`src/rtl/dts_pkg.sv`:
```
package dts_pkg;

  typedef enum logic [1:0] {
    PM_NONE     = 2'd0,
    PM_RAMP     = 2'd1,
    PM_MOD      = 2'd2,
    PM_NONE_ALT = 2'd3
  } pert_mode_e;

  // pi * 2^30, used to place table points on a Q30 angle grid
  localparam longint PI_Q30 = 64'sd3373259426;

  // Quarter-wave entry idx of qn: round(32767*cos(idx*pi/(2*qn))), Taylor series in Q30
  function automatic logic signed [15:0] cos_entry(input int idx, input int qn);
    longint x, x2, term, sum;
    x    = (longint'(idx) * PI_Q30) / longint'(2 * qn);
    x2   = (x * x) >>> 30;
    term = longint'(1) <<< 30;
    sum  = term;
    for (int k = 1; k <= 8; k++) begin
      term = -((term * x2) >>> 30) / longint'((2 * k - 1) * (2 * k));
      sum  = sum + term;
    end
    return 16'((sum * 32767 + (longint'(1) <<< 29)) >>> 30);
  endfunction

endpackage

```
`src/rtl/dts_cos_rom.sv`:
```
module dts_cos_rom #(
  parameter int PW       = 24,
  parameter int LUT_BITS = 8
) (
  input  logic [PW-1:0]     angle,
  output logic signed [15:0] cos_val
);
  import dts_pkg::*;

  localparam int QB = LUT_BITS - 2;
  localparam int QN = 1 << QB;

  logic signed [15:0] rom [0:QN];
  logic [LUT_BITS-1:0] idx;
  logic [1:0]          quad;
  logic [QB:0]         off;
  logic [QB:0]         mirror;

  for (genvar g = 0; g <= QN; g++) begin : g_rom
    assign rom[g] = cos_entry(g, QN);
  end

  assign idx    = LUT_BITS'(angle >> (PW - LUT_BITS));
  assign quad   = idx[LUT_BITS-1 -: 2];
  assign off    = {1'b0, idx[QB-1:0]};
  assign mirror = (QB+1)'(QN) - off;

  always_comb begin
    case (quad)
      2'd0:    cos_val =  rom[off];
      2'd1:    cos_val = -rom[mirror];
      2'd2:    cos_val = -rom[off];
      default: cos_val =  rom[mirror];
    endcase
  end

  // table output never leaves the symmetric Q15 range
  always_comb begin
    assert_table_range_R3: assert (cos_val != -16'sd32768);
  end

endmodule

```
`src/rtl/dts_perturb.sv`:
```
module dts_perturb #(
  parameter int PW = 24
) (
  input  logic                 clk,
  input  logic                 rst_n,
  input  logic                 step,
  input  logic [1:0]           mode,
  input  logic signed [PW-1:0] ramp_rate,
  input  logic [PW-1:0]        ramp_limit,
  input  logic [PW-1:0]        mod_step,
  input  logic [PW-1:0]        mod_depth,
  input  logic signed [15:0]   mod_cos,
  output logic [PW-1:0]        mod_angle,
  output logic [PW-1:0]        pert
);
  import dts_pkg::*;

  logic signed [PW-1:0] freq_q;
  logic [PW-1:0]        ramp_ph_q;
  logic [PW-1:0]        mod_ph_q;
  logic signed [PW:0]   fsum;
  logic signed [PW:0]   lim;
  logic signed [PW-1:0] f_next;
  logic signed [PW+16:0] mprod;
  logic [PW-1:0]        mscaled;

  assign lim  = $signed({1'b0, ramp_limit});
  assign fsum = freq_q + ramp_rate;

  always_comb begin
    if (fsum > lim)       f_next = PW'(lim);
    else if (fsum < -lim) f_next = PW'(-lim);
    else                  f_next = PW'(fsum);
  end

  assign mprod   = $signed({1'b0, mod_depth}) * mod_cos;
  assign mscaled = PW'(mprod >>> 15);
  assign mod_angle = mod_ph_q;

  always_ff @(posedge clk or negedge rst_n) begin
    if (!rst_n) begin
      freq_q    <= '0;
      ramp_ph_q <= '0;
      mod_ph_q  <= '0;
      pert      <= '0;
    end else if (step) begin
      case (mode)
        PM_RAMP: begin
          pert      <= ramp_ph_q;
          freq_q    <= f_next;
          ramp_ph_q <= ramp_ph_q + $unsigned(f_next);
          mod_ph_q  <= '0;
        end
        PM_MOD: begin
          pert      <= -mscaled;
          mod_ph_q  <= mod_ph_q + mod_step;
          freq_q    <= '0;
          ramp_ph_q <= '0;
        end
        default: begin
          pert      <= '0;
          freq_q    <= '0;
          ramp_ph_q <= '0;
          mod_ph_q  <= '0;
        end
      endcase
    end
  end

  assert_ramp_band_R8: assert property (@(posedge clk) disable iff (!rst_n)
    (step && mode == PM_RAMP) |=>
      ($signed({freq_q[PW-1], freq_q}) <= $past(lim)) &&
      ($signed({freq_q[PW-1], freq_q}) >= -$past(lim)));

  assert_plain_clears_R6: assert property (@(posedge clk) disable iff (!rst_n)
    (step && (mode == PM_NONE || mode == PM_NONE_ALT)) |=>
      (pert == '0) && (freq_q == '0) && (mod_ph_q == '0));

  assert_mod_clears_ramp_R9: assert property (@(posedge clk) disable iff (!rst_n)
    (step && mode == PM_MOD) |=> (ramp_ph_q == '0) && (freq_q == '0));

endmodule

```
`src/rtl/dts_synth.sv`:
```
module dts_synth #(
  parameter int PW       = 24,
  parameter int NH       = 4,
  parameter int OW       = 4,
  parameter int SW       = 16,
  parameter int LUT_BITS = 8
) (
  input  logic               clk,
  input  logic               rst_n,
  input  logic               tick_valid,
  output logic               tick_ready,
  input  logic [PW-1:0]      base_phase,
  input  logic [1:0]         pert_mode,
  input  logic [PW-1:0]      ramp_rate,
  input  logic [PW-1:0]      ramp_limit,
  input  logic [PW-1:0]      mod_step,
  input  logic [PW-1:0]      mod_depth,
  input  logic [NH*OW-1:0]   harm_order,
  input  logic [NH*PW-1:0]   harm_phase,
  input  logic [NH*SW-1:0]   harm_amp,
  output logic               out_valid,
  input  logic               out_ready,
  output logic [SW-1:0]      out_sample
);
  import dts_pkg::*;

  localparam int CW   = 16;
  localparam int CHW  = (NH > 1) ? $clog2(NH) : 1;
  localparam int ACCW = SW + CHW + 2;
  localparam logic signed [ACCW-1:0] SMAX = ACCW'((longint'(1) <<< (SW-1)) - 1);
  localparam logic signed [ACCW-1:0] SMIN = -ACCW'(longint'(1) <<< (SW-1));

  typedef enum logic [1:0] {ST_IDLE, ST_PERT, ST_HARM} state_e;

  state_e               state;
  logic [CHW-1:0]       ch;
  logic [PW-1:0]        base_q;
  logic [PW-1:0]        pert;
  logic [PW-1:0]        mod_angle;
  logic [PW-1:0]        fund;
  logic [PW-1:0]        harm_angle;
  logic [PW-1:0]        rom_angle;
  logic signed [CW-1:0] cos_val;
  logic [OW-1:0]        ord_sel;
  logic [PW-1:0]        ph_sel;
  logic signed [SW-1:0] amp_sel;
  logic signed [SW+CW-1:0] prod;
  logic signed [SW:0]   term;
  logic signed [ACCW-1:0] acc;
  logic signed [ACCW-1:0] sum_next;
  logic [SW-1:0]        sat_val;

  assign tick_ready = (state == ST_IDLE) && !out_valid;

  assign ord_sel = harm_order[ch*OW +: OW];
  assign ph_sel  = harm_phase[ch*PW +: PW];
  assign amp_sel = $signed(harm_amp[ch*SW +: SW]);

  assign fund       = base_q + pert;
  assign harm_angle = fund * PW'(ord_sel) + ph_sel;
  assign rom_angle  = (state == ST_PERT) ? mod_angle : harm_angle;

  dts_cos_rom #(.PW(PW), .LUT_BITS(LUT_BITS)) u_rom (
    .angle   (rom_angle),
    .cos_val (cos_val)
  );

  dts_perturb #(.PW(PW)) u_pert (
    .clk        (clk),
    .rst_n      (rst_n),
    .step       (state == ST_PERT),
    .mode       (pert_mode),
    .ramp_rate  ($signed(ramp_rate)),
    .ramp_limit (ramp_limit),
    .mod_step   (mod_step),
    .mod_depth  (mod_depth),
    .mod_cos    (cos_val),
    .mod_angle  (mod_angle),
    .pert       (pert)
  );

  assign prod     = amp_sel * cos_val;
  assign term     = (SW+1)'(prod >>> (CW-1));
  assign sum_next = acc + term;

  always_comb begin
    if (sum_next > SMAX)      sat_val = SW'(SMAX);
    else if (sum_next < SMIN) sat_val = SW'(SMIN);
    else                      sat_val = SW'(sum_next);
  end

  always_ff @(posedge clk or negedge rst_n) begin
    if (!rst_n) begin
      state      <= ST_IDLE;
      ch         <= '0;
      base_q     <= '0;
      acc        <= '0;
      out_valid  <= 1'b0;
      out_sample <= '0;
    end else begin
      if (out_valid && out_ready) out_valid <= 1'b0;
      case (state)
        ST_IDLE: if (tick_valid && tick_ready) begin
          base_q <= base_phase;
          state  <= ST_PERT;
        end
        ST_PERT: begin
          ch    <= '0;
          acc   <= '0;
          state <= ST_HARM;
        end
        default: begin
          if (ch == CHW'(NH - 1)) begin
            out_sample <= sat_val;
            out_valid  <= 1'b1;
            state      <= ST_IDLE;
          end else begin
            acc <= sum_next;
            ch  <= ch + 1'b1;
          end
        end
      endcase
    end
  end

  assert_busy_after_accept_R2: assert property (@(posedge clk) disable iff (!rst_n)
    (tick_valid && tick_ready) |=> !tick_ready);

  assert_hold_sample_R2: assert property (@(posedge clk) disable iff (!rst_n)
    (out_valid && !out_ready) |=> (out_valid && $stable(out_sample)));

  assert_valid_from_last_channel_R2: assert property (@(posedge clk) disable iff (!rst_n)
    $rose(out_valid) |-> ($past(state) == ST_HARM));

  assert_no_accept_while_full_R2: assert property (@(posedge clk) disable iff (!rst_n)
    out_valid |-> !tick_ready);

endmodule

```
`config.mk`:
```
export PLATFORM = sky130hd
export DESIGN_NAME = dts_synth
export DESIGN_NICKNAME = d
export VERILOG_FILES = /design/src/rtl/dts_pkg.sv /design/src/rtl/dts_cos_rom.sv /design/src/rtl/dts_perturb.sv /design/src/rtl/dts_synth.sv
export SDC_FILE = /design/constraint.sdc
export NUM_CORES = 2
export LEC_CHECK = 0
export CELL_PAD_IN_SITES_DETAIL_PLACEMENT = 1
export CELL_PAD_IN_SITES_GLOBAL_PLACEMENT = 1
export CORE_MARGIN = 3
export CORE_UTILIZATION = 35
export CTS_CLUSTER_DIAMETER = 80
export DETAILED_ROUTE_END_ITERATION = 16
export PLACE_DENSITY_LB_ADDON = 0.1
export SYNTH_ARGS = -nofsm -noshare
export SYNTH_HDL_FRONTEND = slang
export SYNTH_SLANG_ARGS = --single-unit
```
`constraint.sdc`:
```
create_clock -name clk -period 20.8 [get_ports clk]
set_input_delay 2.08 -clock clk [delete_from_list [all_inputs] [get_ports clk]]
set_output_delay 2.08 -clock clk [all_outputs]
set_load 0.01 [all_outputs]
```
* After elaboration in Yosys (flattened, before gate mapping)
Memories as Yosys holds them, arrays and structs flattened.
Index checks and enable logic that the tools add are counted.
** Storage, ports and cells
- Output and inout port bits :: 18
- Memory bits (read-only) :: 4096
- Register bits after elaboration :: 161
- Memories kept :: 2
- Logic and storage cells :: 85
** Memory list
- (name not given) :: words 128, width 16, rd ports 1, clocked after Yosys merged registers in 0, write ports 0, RTL line dts_cos_rom.sv:30 : 2'd0: cos_val = rom[off];
- (name not given) :: words 128, width 16, rd ports 1, clocked after Yosys merged registers in 0, write ports 0, RTL line dts_cos_rom.sv:31 : 2'd1: cos_val = -rom[mirror];
** Cells by class
- Shift operators :: 3
- Mux-type cells :: 24
- Bitwise gates (word level) :: 4
- Add/sub/neg operators :: 12
- Order comparisons :: 6
- Reductions and logical operators :: 12
- Eq/ne operators :: 8
- $mul :: 4
** Operators by type and width (number)
- 24-bit two-way mux :: 6
- 24-bit adder :: 4
- 16-bit two-way mux :: 6
- 96-bit by 8-bit indexed part select with 24-bit output :: 1
- 64-bit by 7-bit indexed part select with 16-bit output :: 1
- 16-bit one-hot mux with 3 select lines :: 1
- 24-bit one-hot mux with 2 select lines :: 1
- 20-bit one-hot mux with 2 select lines :: 1
- 25-bit by 16-bit multiplier with 39-bit output :: 1
- 16-bit by 16-bit multiplier with 32-bit output :: 1
- 16-bit negator :: 2
- 24-bit by 24-bit adder with 25-bit output :: 1
- 25-bit greater-than comparator :: 1
- 25-bit < comparator :: 1
- 24-bit negator with 25-bit output :: 1
- 24-bit by 4-bit multiplier with 24-bit output :: 1
- 24-bit negator :: 1
- 20-bit by 17-bit adder with 20-bit output :: 1
- 20-bit by 16-bit greater-than comparator with 1-bit output (second input constant) :: 1
- 20-bit by 16-bit < comparator with 1-bit output (second input constant) :: 1
- 20-bit two-way mux :: 1
- 8-bit greater-or-equal comparator (second input constant) :: 2
- 16-bit by 5-bit indexed part select with 4-bit output :: 1
- 6-bit inverter with 8-bit output :: 1
- other kinds (17) :: 34

* Logic depth before layout (Yosys ltp)
- Depth in word-level cells :: 16
- Mapped depth :: 92
- Mapped depth without buffers :: 86

* Modules after synthesis
From an unflattened synthesis, not the netlist that was laid out.
** Unflattened totals
- Cells, all modules :: 5118
- Area total of the unflattened synthesis :: 44466.4 sq um
** Modules (own cells, without submodules)
- dts_perturb :: area each 21963.6 sq um, times used 1, cells each 2540, sequential area each 2402.3 sq um
- dts_synth :: area each 18195.0 sq um, times used 1, cells each 1946, sequential area each 1626.6 sq um
- dts_cos_rom :: area each 4307.9 sq um, times used 1, cells each 632, sequential area each 0.0 sq um

* Worst setup path after synthesis
OpenSTA, ideal clock, no wires.
- Path type :: in2reg
- From :: input port harm_order[9]
- To :: register out_sample[10]
- Data required time :: 20.674 ns
- Arrival :: 19.568 ns
- Library setup time :: 0.126 ns
- Buffers on the path :: 11
- Slack :: 1.105 ns
- Stages :: 76
- Cell sequence :: mux2_2 -> o21ai_0 -> clkbuf_1 -> nor2_1 -> fa_1 -> fa_1 -> inv_1 -> fa_1 -> inv_1 -> ha_1 -> nand4_1 -> nor3_1 -> or3b_1 -> o211ai_1 -> a31o_2 -> buf_2 -> buf_4 -> clkbuf_1 -> (+40 left out) -> ha_1 -> a21boi_0 -> o21ai_0 -> a21boi_0 -> o21ai_0 -> a21boi_0 -> o21a_1 -> o21a_1 -> o21ai_0 -> a21boi_0 -> o21ai_0 -> a21oi_1 -> o21ai_0 -> nand3_1 -> or4_1 -> and3b_1 -> buf_1 -> a221o_1
** On the way
- Cells in the longest elaborated chain, start to end :: 16
- Elaborated cells on any way between the ends :: 25
- Those cells by class :: add/sub (5); mul (2); order compare (2); eq/ne (2); shift (1); mux (8); bitwise (2); reduce/logical (1); memory (2)
** Ends and longest elaborated chain
- from (decl) :: RTL line dts_synth.sv:18 : input logic [NH*OW-1:0] harm_order,
- 16-bit by 5-bit indexed part select with 4-bit output (*) :: RTL line dts_synth.sv:55 : assign ord_sel = harm_order[ch*OW +: OW];
- 24-bit by 4-bit multiplier with 24-bit output (*) :: RTL line dts_synth.sv:60 : assign harm_angle = fund * PW'(ord_sel) + ph_sel;
- 24-bit adder (*) :: RTL line dts_synth.sv:60
- 24-bit two-way mux (*) :: RTL line dts_synth.sv:61 : assign rom_angle = (state == ST_PERT) ? mod_angle : harm_angle;
- 7-bit by 6-bit subtractor with 7-bit output :: RTL line dts_cos_rom.sv:26 : assign mirror = (QB+1)'(QN) - off;
- 7-bit inverter with 8-bit output (not written as such) :: RTL line dts_cos_rom.sv:31, dts_cos_rom.sv:33
- memory 128 x 16 bit
- 16-bit two-way mux (not written as such) (2 in series) :: RTL line dts_cos_rom.sv:33 : default: cos_val = rom[mirror];
- 16-bit negator :: RTL line dts_cos_rom.sv:31
- 16-bit one-hot mux with 3 select lines (*) :: RTL line dts_cos_rom.sv:29 : case (quad)
- 16-bit by 16-bit multiplier with 32-bit output (*) :: RTL line dts_synth.sv:82 : assign prod = amp_sel * cos_val;
- 20-bit by 17-bit adder with 20-bit output (*) :: RTL line dts_synth.sv:84 : assign sum_next = acc + term;
- 20-bit by 16-bit < comparator with 1-bit output :: RTL line dts_synth.sv:88 : else if (sum_next < SMIN) sat_val = SW'(SMIN);
- 16-bit two-way mux :: RTL line dts_synth.sv:88
- 16-bit two-way mux (*) :: RTL line dts_synth.sv:87 : if (sum_next > SMAX) sat_val = SW'(SMAX);
- to (signal assigned) :: RTL line dts_synth.sv:114 : out_sample <= sat_val;
- to (decl) :: RTL line dts_synth.sv:23 : output logic [SW-1:0] out_sample
Mark *: on every way between the ends. The rest lies on a longest branch, timed or not. The select of a mux whose other input is x is not followed.
A chain may end at the register's enable or synchronous reset.

* Worst setup path after layout
Ends and elaborated chain as after synthesis.

==> impl_results.md <==
- CP Class: input port to flop
- Seq. cell area: around 4000 µm²
- Core Region: 124,000 µm²
- # IOs: 320
- Post-synthesis sequential area ratio: 9.15%
- Clock root buffer master: clkbuf_16
- Total gr overflow: 0
- Setup crit end kind: flop
- DRC: 0
- Starting Density: 35.4%
- Inst Count DP: 7,064
- Multi-input logic area: 35,900 µm²
- Initial antenna violation count: 10
- DR iter-0 viols: 2,315
- CP startpoint kind: input port
- Clock sink count: 161
- Layout Utilization: a little over 40%
- Main flop type after synthesis: dfrtp_1
- Synth Cell Area: 44,000 µm²
- Clock transition at the registers of the reported paths: 80 ps
- Die Y: around 360 µm
- Avg Cell Area, Syn: 8.41 µm²
- Estimated wirelength of the detail-placed design: between 100,000 and 150,000 µm
- IO Port Bufs: between 300 and 400
- Synth area leader: fa_1
- Routed WL: 160,000 µm
- Vias in the first global route: 41,600
- Global-route wire length before repair: 250,000 µm
- Worst-skew pair later-pin latency: around 480 ps
- Clock skew: ~19 ps
- FP Rows: 129
- Worst path max stage delay: around 600 ps
- Top cells by area, synth: fa_1, ha_1, dfrtp_1
- Pins Over Slew Limit: 0
- Via/cell ratio: 5.42
- Total number of vias: ~39,000
- Layout fillers: 14,600
- Hold-fix buffers, CTS: 0
- Layout area overhead: 14.0%
- Pre-CTS setup slack: 139 ps
- Clk buf depth: 2
- Layout Nets: 6,806
- Non-Filler Instances: around 7,100
- Syn Nets: 6,589
- EDFF count, synth: 0
- Critical Path AT: 20,100 ps
- Cell mode on critical path: fa_1
- R2r setup slk: 1210 ps
- Data required time of the worst path: between 20,000 and 25,000 ps
- CP max stage cell: or4_4
- Max cap viols: 0
- Ys async rst share: 100%
- Final setup margin: 1060 ps
- CP Max Fanout: 16
- Flops & latches, synth: 161
- Share of layout cells above drive strength 1: 6.77%
- CTS buffer count: 17
- Yosys warning total: 0
- Final period util: around 95%
- Setup violators final: 0
- Most frequent cells after synthesis: inv_1, fa_1, nand2_1, ha_1, nor2_1
- Die X-Extent: between 300 and 400 µm
- Top-count cell post-synth: inv_1
- Gr usage total: 24.5%
- DIE AREA: between 100,000 and 150,000 µm²
- Slew HR: 28.0%
- Post-route ant nets: 0
- Post-route minimum period: 19,740 ps
- GP Congestion: 0.909
- Status: completed
- H-tree depth: 4
- Wire length per cell: 22.5 µm
- Distinct cells, synth: 106
- Post-Syn Instances: around 5,200
- Achievable Freq: roughly 51 MHz
- 1st-pass router iterations: 7
- Slew @ Worst Pin: 1070 ps
- HP Class: flop to flop
- CTS tree: yes
- Largest net degree at the start of global routing: 92
- Yosys top cell area share: 28.8%
- Final Hold Viols: 0
-- layout make-up --
class / instances / share of cell area [%]
tap: 1637 / 4.08
multi-input combinational: 3931 / 71.5
clock buffer: 19 / 0.883
timing repair buffer: 465 / 8.58
clock inverter: 13 / 0.322
inverter: 878 / 6.57
sequential: 161 / 8.04
antenna: 2 / 0.00997
-- flip-flops by register name (all words and copies together), names as in the netlist, 2 cells and up --
signal            flops
out_sample           16
u_pert.freq_q        24
state                 2
u_pert.mod_angle     24
u_pert.ramp_ph_q     24
acc                  20
base_q               24
ch                    2
u_pert.pert          24
-- metal layers --
layer,share of wire [%],wire length [µm],vias to the layer above,global-route usage (%)
met2,47,75000,831,40.8
met3,3.8,6010,120,2.22
met4,1.4,2280,2,3.67
met1,48,76300,19900,35.3
met5,0.0088,14,-,0
li1,-,-,17600,-
-- path summary, 6_finish.rpt --
path	from	endpoint	cells after the start
worst max-delay path	harm_order[9]	out_sample[10]$_DFFE_PN0P_	73
worst min-delay path	u_pert.pert[16]$_DFFE_PN0P_	u_pert.pert[16]$_DFFE_PN0P_	2
worst max register to register	u_pert.pert[4]$_DFFE_PN0P_	out_sample[10]$_DFFE_PN0P_	77
worst min register to register	u_pert.pert[16]$_DFFE_PN0P_	u_pert.pert[16]$_DFFE_PN0P_	2
max in group asynchronous	rst_n	ch[0]$_DFFE_PN0P_	2
min in group asynchronous	rst_n	u_pert.mod_angle[6]$_DFFE_PN0P_	1
-- logic make-up after synthesis --
kind of cell / share of synthesized area [%]
AND/OR/NAND/NOR: 17.4
buffers and inverters: 9.98
adder cells (fa/ha/maj): 40.6
AO/OA/AOI/OAI: 15.6
XOR/XNOR: 3.88
flip-flops: 9.15
multiplexers: 3.36
-- critical path, delay by kind of cell --
| kind | cells | cell delay, ps |
|---|---|---|
| simple gates | 20 | 4520 |
| fa+ha+maj | 14 | 6000 |
| buf+inv | 13 | 2110 |
| mux | 1 | 280 |
| compound gates | 25 | 5050 |
-- repair_timing --
| item | CTS | global route |
|---|---|---|
| buffers inserted | 0 | 8 |
| setup endpoints to repair | 0 | 19 |
| resized for setup | 0 | 29 |
-- layout by cell type, fill, tap and decap left out, drive strengths merged, types with 17 or more instances in the layout --
cell type	synthesis	layout
a221o	19	19
nor3	89	89
mux2	30	30
dfrtp	161	161
o31ai	30	30
o21ai	226	226
a31oi	33	33
nand4	34	34
clkdlybuf4s50	0	318
a21o	69	69
ha	417	417
nand2b	38	38
nand2	603	603
nor2b	68	68
or2	41	41
inv	877	885
o21bai	33	33
nor2	272	272
xor2	51	51
nor4	17	17
buf	57	147
and3	27	27
a22o	62	62
a22oi	22	22
clkbuf	210	19
or3	29	29
a211oi	50	50
mux2i	23	23
o211ai	37	37
mux4	40	40
o21a	39	39
a21oi	242	242
xnor2	144	144
fa	633	633
nand3	71	71
and2	228	228
-- per-stage QoR --
step | cell area, µm² | hold slack [ps] | setup TNS [ps]
floorplan | 44000 | 443 | 0
global placement | 49400 | 459 | 0
detailed placement | 49400 | 479 | 0
CTS | 50000 | 497 | 0
global route | 50200 | 533 | -431
finish | 50200 | 491 | 0
Power is left out: the tool's default activity adds up to more than one toggle a clock period on the data nets, which glitch-free logic cannot reach.
